File: config.mk
export PLATFORM = sky130hd
export DESIGN_NAME = synth_cfg_reg
export DESIGN_NICKNAME = d
export VERILOG_FILES = /design/src/rtl/cfg_pkg.sv /design/src/rtl/cfg_edge_det.sv /design/src/rtl/cfg_shift_chain.sv /design/src/rtl/cfg_hold_regs.sv /design/src/rtl/synth_cfg_reg.sv
export SDC_FILE = /design/constraint.sdc
export NUM_CORES = 1
export LEC_CHECK = 0
export CAP_MARGIN = 40
export CORE_ASPECT_RATIO = 0.8
export CORE_MARGIN = 4
export CORE_UTILIZATION = 48
export CTS_CLUSTER_DIAMETER = 30
export DETAILED_ROUTE_END_ITERATION = 8
export PLACE_DENSITY = 0.88
export SLEW_MARGIN = 20
export SYNTH_ARGS = -nofsm -noshare
export SYNTH_HDL_FRONTEND = slang
export SYNTH_SLANG_ARGS = --single-unit
File: constraint.sdc
create_clock -name clk_i -period 1.46 [get_ports clk_i]
set_input_delay 0.146 -clock clk_i [delete_from_list [all_inputs] [get_ports clk_i]]
set_output_delay 0.146 -clock clk_i [all_outputs]
set_load 0.05 [all_outputs]
File: src/rtl/cfg_pkg.sv
package cfg_pkg;
  localparam int unsigned T_W_DEF = 3;
  localparam int unsigned N_W_DEF = 2;
  localparam int unsigned M_W_DEF = 9;

  typedef enum logic [1:0] {
    SRC_HOLD = 2'd0,
    SRC_SER  = 2'd1,
    SRC_PAR  = 2'd2
  } div_src_e;
endpackage

File: src/rtl/cfg_edge_det.sv
module cfg_edge_det #(
  parameter int unsigned W = 3
) (
  input  logic         clk_i,
  input  logic         rst_ni,
  input  logic [W-1:0] sig_i,
  output logic [W-1:0] rise_o
);
  logic [W-1:0] prev_q;

  for (genvar g = 0; g < W; g++) begin : g_bit
    always_ff @(posedge clk_i or negedge rst_ni) begin
      if (!rst_ni) prev_q[g] <= 1'b0;
      else         prev_q[g] <= sig_i[g];
    end
    assign rise_o[g] = sig_i[g] & ~prev_q[g];
  end
endmodule

File: src/rtl/cfg_shift_chain.sv
module cfg_shift_chain #(
  parameter int unsigned W = 14
) (
  input  logic         clk_i,
  input  logic         rst_ni,
  input  logic         en_i,
  input  logic         din_i,
  output logic [W-1:0] word_o
);
  logic [W-1:0] sh_q;

  // new bit enters at bit 0; first bit migrates to the top stage
  always_ff @(posedge clk_i or negedge rst_ni) begin
    if (!rst_ni)   sh_q <= '0;
    else if (en_i) sh_q <= {sh_q[W-2:0], din_i};
  end

  assign word_o = sh_q;
endmodule

File: src/rtl/cfg_hold_regs.sv
module cfg_hold_regs
  import cfg_pkg::*;
#(
  parameter int unsigned T_W = T_W_DEF,
  parameter int unsigned N_W = N_W_DEF,
  parameter int unsigned M_W = M_W_DEF,
  localparam int unsigned WORD_W = T_W + N_W + M_W
) (
  input  logic              clk_i,
  input  logic              rst_ni,
  input  logic [WORD_W-1:0] sh_word_i,
  input  logic              ser_load_i,
  input  logic              par_load_i,
  input  logic              par_level_i,
  input  logic [M_W-1:0]    m_par_i,
  input  logic [N_W-1:0]    n_par_i,
  output logic [T_W-1:0]    tsel_o,
  output logic [N_W-1:0]    ndiv_o,
  output logic [M_W-1:0]    mdiv_o
);
  localparam int unsigned T_LO = N_W + M_W;

  logic [T_W-1:0] tsel_q;
  logic [N_W-1:0] ndiv_q, ndiv_d;
  logic [M_W-1:0] mdiv_q, mdiv_d;
  div_src_e       src;

  // parallel edge wins over serial load for the divider fields
  always_comb begin
    if (par_load_i)      src = SRC_PAR;
    else if (ser_load_i) src = SRC_SER;
    else                 src = SRC_HOLD;
  end

  always_comb begin
    unique case (src)
      SRC_PAR: begin
        ndiv_d = n_par_i;
        mdiv_d = m_par_i;
      end
      SRC_SER: begin
        ndiv_d = sh_word_i[M_W +: N_W];
        mdiv_d = sh_word_i[0 +: M_W];
      end
      default: begin
        ndiv_d = ndiv_q;
        mdiv_d = mdiv_q;
      end
    endcase
  end

  always_ff @(posedge clk_i or negedge rst_ni) begin
    if (!rst_ni) begin
      ndiv_q <= '0;
      mdiv_q <= '0;
    end else begin
      ndiv_q <= ndiv_d;
      mdiv_q <= mdiv_d;
    end
  end

  // parallel-load level holds the test field cleared
  always_ff @(posedge clk_i or negedge rst_ni) begin
    if (!rst_ni)         tsel_q <= '0;
    else if (par_level_i) tsel_q <= '0;
    else if (ser_load_i)  tsel_q <= sh_word_i[T_LO +: T_W];
  end

  assign tsel_o = tsel_q;
  assign ndiv_o = ndiv_q;
  assign mdiv_o = mdiv_q;
endmodule

File: src/rtl/synth_cfg_reg.sv
module synth_cfg_reg
  import cfg_pkg::*;
#(
  parameter int unsigned T_W = T_W_DEF,
  parameter int unsigned N_W = N_W_DEF,
  parameter int unsigned M_W = M_W_DEF
) (
  input  logic           clk_i,
  input  logic           rst_ni,
  input  logic           sclk_i,
  input  logic           sdata_i,
  input  logic           sload_i,
  input  logic           pload_i,
  input  logic [M_W-1:0] m_par_i,
  input  logic [N_W-1:0] n_par_i,
  output logic [T_W-1:0] test_sel_o,
  output logic [N_W-1:0] n_div_o,
  output logic [M_W-1:0] m_div_o,
  output logic           rdbk_o
);
  localparam int unsigned WORD_W = T_W + N_W + M_W;
  localparam int unsigned NSTRB  = 3;

  logic [NSTRB-1:0]  strb, strb_rise;
  logic [WORD_W-1:0] sh_word;

  assign strb = {pload_i, sload_i, sclk_i};

  cfg_edge_det #(.W(NSTRB)) u_edge (
    .clk_i (clk_i),
    .rst_ni(rst_ni),
    .sig_i (strb),
    .rise_o(strb_rise)
  );

  cfg_shift_chain #(.W(WORD_W)) u_shift (
    .clk_i (clk_i),
    .rst_ni(rst_ni),
    .en_i  (strb_rise[0]),
    .din_i (sdata_i),
    .word_o(sh_word)
  );

  cfg_hold_regs #(.T_W(T_W), .N_W(N_W), .M_W(M_W)) u_hold (
    .clk_i      (clk_i),
    .rst_ni     (rst_ni),
    .sh_word_i  (sh_word),
    .ser_load_i (strb_rise[1]),
    .par_load_i (strb_rise[2]),
    .par_level_i(pload_i),
    .m_par_i    (m_par_i),
    .n_par_i    (n_par_i),
    .tsel_o     (test_sel_o),
    .ndiv_o     (n_div_o),
    .mdiv_o     (m_div_o)
  );

  // first-shifted stage is visible only while the test latch is held cleared
  assign rdbk_o = pload_i & sh_word[WORD_W-1];
endmodule

==> impl_metrics.json <==
{
  "worst_pin_slew_ns": 0.377,
  "fmax_ghz": 0.827,
  "status": "finished clean",
  "cp-start-kind": "input port",
  "vdd_drop_max_v": 0.000857,
  "ys_warn_count": 0,
  "endpoint_kind": "output pin",
  "clk_latency_ns": 0.33,
  "ys_seq_elements": 31,
  "synth_area_sq_mm": 0.00133,
  "grt.total_usage": 0.148,
  "rr_startpoint": "u_edge.prev_q[0]",
  "cts_resized": 0,
  "p_leak_uw": 0.000845,
  "via_per_inst": 4.89,
  "period_needed_ns": 1.21,
  "yosysSeqAreaShare": 0.583,
  "layout-drive-gt1-share": 0.323,
  "drc": 0,
  "worstSetupPathType": "input port to output pin",
  "coreArea_sq_mm": 0.00254,
  "arrival_ns": 1.06,
  "dr.pass1.iters": 4,
  "grt_pass1_wl_microns": 3840,
  "r2r_cells": 3,
  "ys.flop_type": "dfrtp_1",
  "ys_types": 14,
  "clk_path_buf_depth": 2,
  "fin_crit_sh": 0.829,
  "rows": 16,
  "dp_hpwl_microns": 1640,
  "dpl_worst_slack_ns": 0.0450,
  "gr-total-overflow": 0,
  "rsz0062_at_grt": "no",
  "yosysMostFrequentCell": "dfrtp_1",
  "finalHoldViolations": 0,
  "drt-initial-drc-count": 34,
  "die_area_sq_mm": 0.00368,
  "grt_pass1_vias": 855,
  "cts_tree": "built",
  "synth-async-reset-ratio": 1.00,
  "root_buffer": "clkbuf_4",
  "syn_nets": 111,
  "stdcell_count": 166,
  "fillCellCount": 189,
  "start_util": 0.523,
  "routedWlPerCell_microns": 13.4,
  "cts_made_buffers": 5,
  "grt_max_degree": 32,
  "die_w_microns": 66.9,
  "place_congestion": 0.719,
  "antenna_found_initial": 0,
  "synth_commonest_cells": "31 x dfrtp_1, 14 x mux2i_1, 14 x nor2_1, 11 x a21oi_1, 10 x mux2_4",
  "power_density_mw_per_mm2": 1760,
  "port_buffers": 31,
  "setup_viol": 0,
  "antenna_cells": 0,
  "num_vias": 812,
  "routed_wl_microns": 2230,
  "ctsHoldBuffers": 0,
  "post_cts_buffers": 0,
  "slew_violations": 0,
  "synthTopCellsByArea": "dfrtp_1 58%, mux2_4 11%, mux2i_1 11%, a21oi_1 4.1%, nor2_1 4.0%",
  "synth_edf_count": 0,
  "fin_nets": 146,
  "synth.top_cell.area_share": 0.583,
  "r2r_setup_slack_ns": 0.31,
  "drtAntennaViolNets": 0,
  "ios": 32,
  "placed_cells": 158,
  "cp.required_ns": 1.31,
  "die_y_microns": 55.1,
  "cap_violations": 0,
  "h-tree-depth": 2,
  "finClkSkew_ns": 0.0137,
  "min_path_type": "input port to asynchronous set/reset pin",
  "synthCells": 94,
  "synth.avg_cell_area_sq_um": 14.1,
  "synth_top_cell_by_area": "dfrtp_1",
  "final_core_util": 0.673,
  "path_clk_slew_ns": 0.10,
  "crit_path_max_fanout": 6,
  "fin_ws_ns": 0.250,
  "setup_tns_ns": 0,
  "syn_to_final_growth_pct": 28.6,
  "relSlewSlack": 0.749,
  "clock-sinks": 31,
  "reg2reg_to": "u_shift.word_o[3]"
}
report_power, final:
part	internal [uW]	leakage, uW	total (uW)	switching [uW]
clock network	405	0.0000482	695	291
logic	479	0.000424	998	519
registers	1120	0.000373	1310	195
total	2000	0.000845	3000	1000
worst max path at each step:
stage	start	endpoint	slack (ns)	cells past startpoint
after floorplan	u_edge.prev_q[0]	u_shift.word_o[10]	0.32	4
after global placement	sclk_i	u_shift.word_o[0]	0.07	4
after CTS	u_shift.word_o[13]	rdbk_o	0.24	2
after detailed placement	sclk_i	u_shift.word_o[1]	0.05	4
final	pload_i	rdbk_o	0.25	3
after global routing	pload_i	rdbk_o	0.19	3
layout by cell type (no fill, tap or decap), types with 2 or more instances in the layout:
cell type	synthesis	routed
a21oi_1	11	11
buf_12	2	2
buf_4	0	16
clkbuf_4	0	5
clkdlybuf4s50_1	0	16
dfrtp_1	31	31
mux2_2	4	4
mux2_4	10	10
mux2i_1	14	14
nor2_1	14	14
flip-flops by register name (all words and copies together) (netlist names):
register        cells
u_hold.ndiv_o       2
u_hold.mdiv_o       9
u_hold.tsel_o       3
u_edge.prev_q       3
u_shift.word_o     14
stage by stage:
step	power (uW)	area (sq um)	hold slack [ns]
after global routing	3160	1710	0.241
after detailed placement	2340	1620	0.513
final	3000	1710	0.211
after CTS	3050	1710	0.213
after floorplan	2010	1330	-0.150
after global placement	2300	1620	0.506
critical path, stage by stage:
cell and delay (ns):
clkdlybuf4s50_1 0.57, and2_1 0.20, buf_12 0.14
area by class of cell:
| type | count | area (sq um) | area share |
|---|---|---|---|
| Clock buffer | 6 | 51.3 | 0.0300 |
| Clock inverter | 2 | 35.0 | 0.0205 |
| Multi-Input combinational cell | 57 | 483 | 0.282 |
| Sequential cell | 31 | 776 | 0.454 |
| Tap cell | 36 | 45.0 | 0.0263 |
| Timing Repair Buffer | 34 | 320 | 0.187 |
logic make-up (layout without fill, tap and decap cells):
| family | Yosys count | in the layout | share of synthesized area |
|---|---|---|---|
| buffers and inverters | 6 | 42 | 0.0536 |
| muxes | 28 | 28 | 0.252 |
| and+or+nand+nor | 18 | 18 | 0.0696 |
| DFF | 31 | 31 | 0.583 |
| AOI/OAI and AO/OA | 11 | 11 | 0.0414 |
layer usage:
layer / vias up / GRT usage / routed length [microns]
li1: 390 / - / -
met1: 386 / 0.182 / 1070
met2: 31 / 0.232 / 956
met3: 5 / 0.0626 / 176
met4: 0 / 0.0606 / 29
met5: - / 0 / 0
Power figures use the tool's default switching activity.
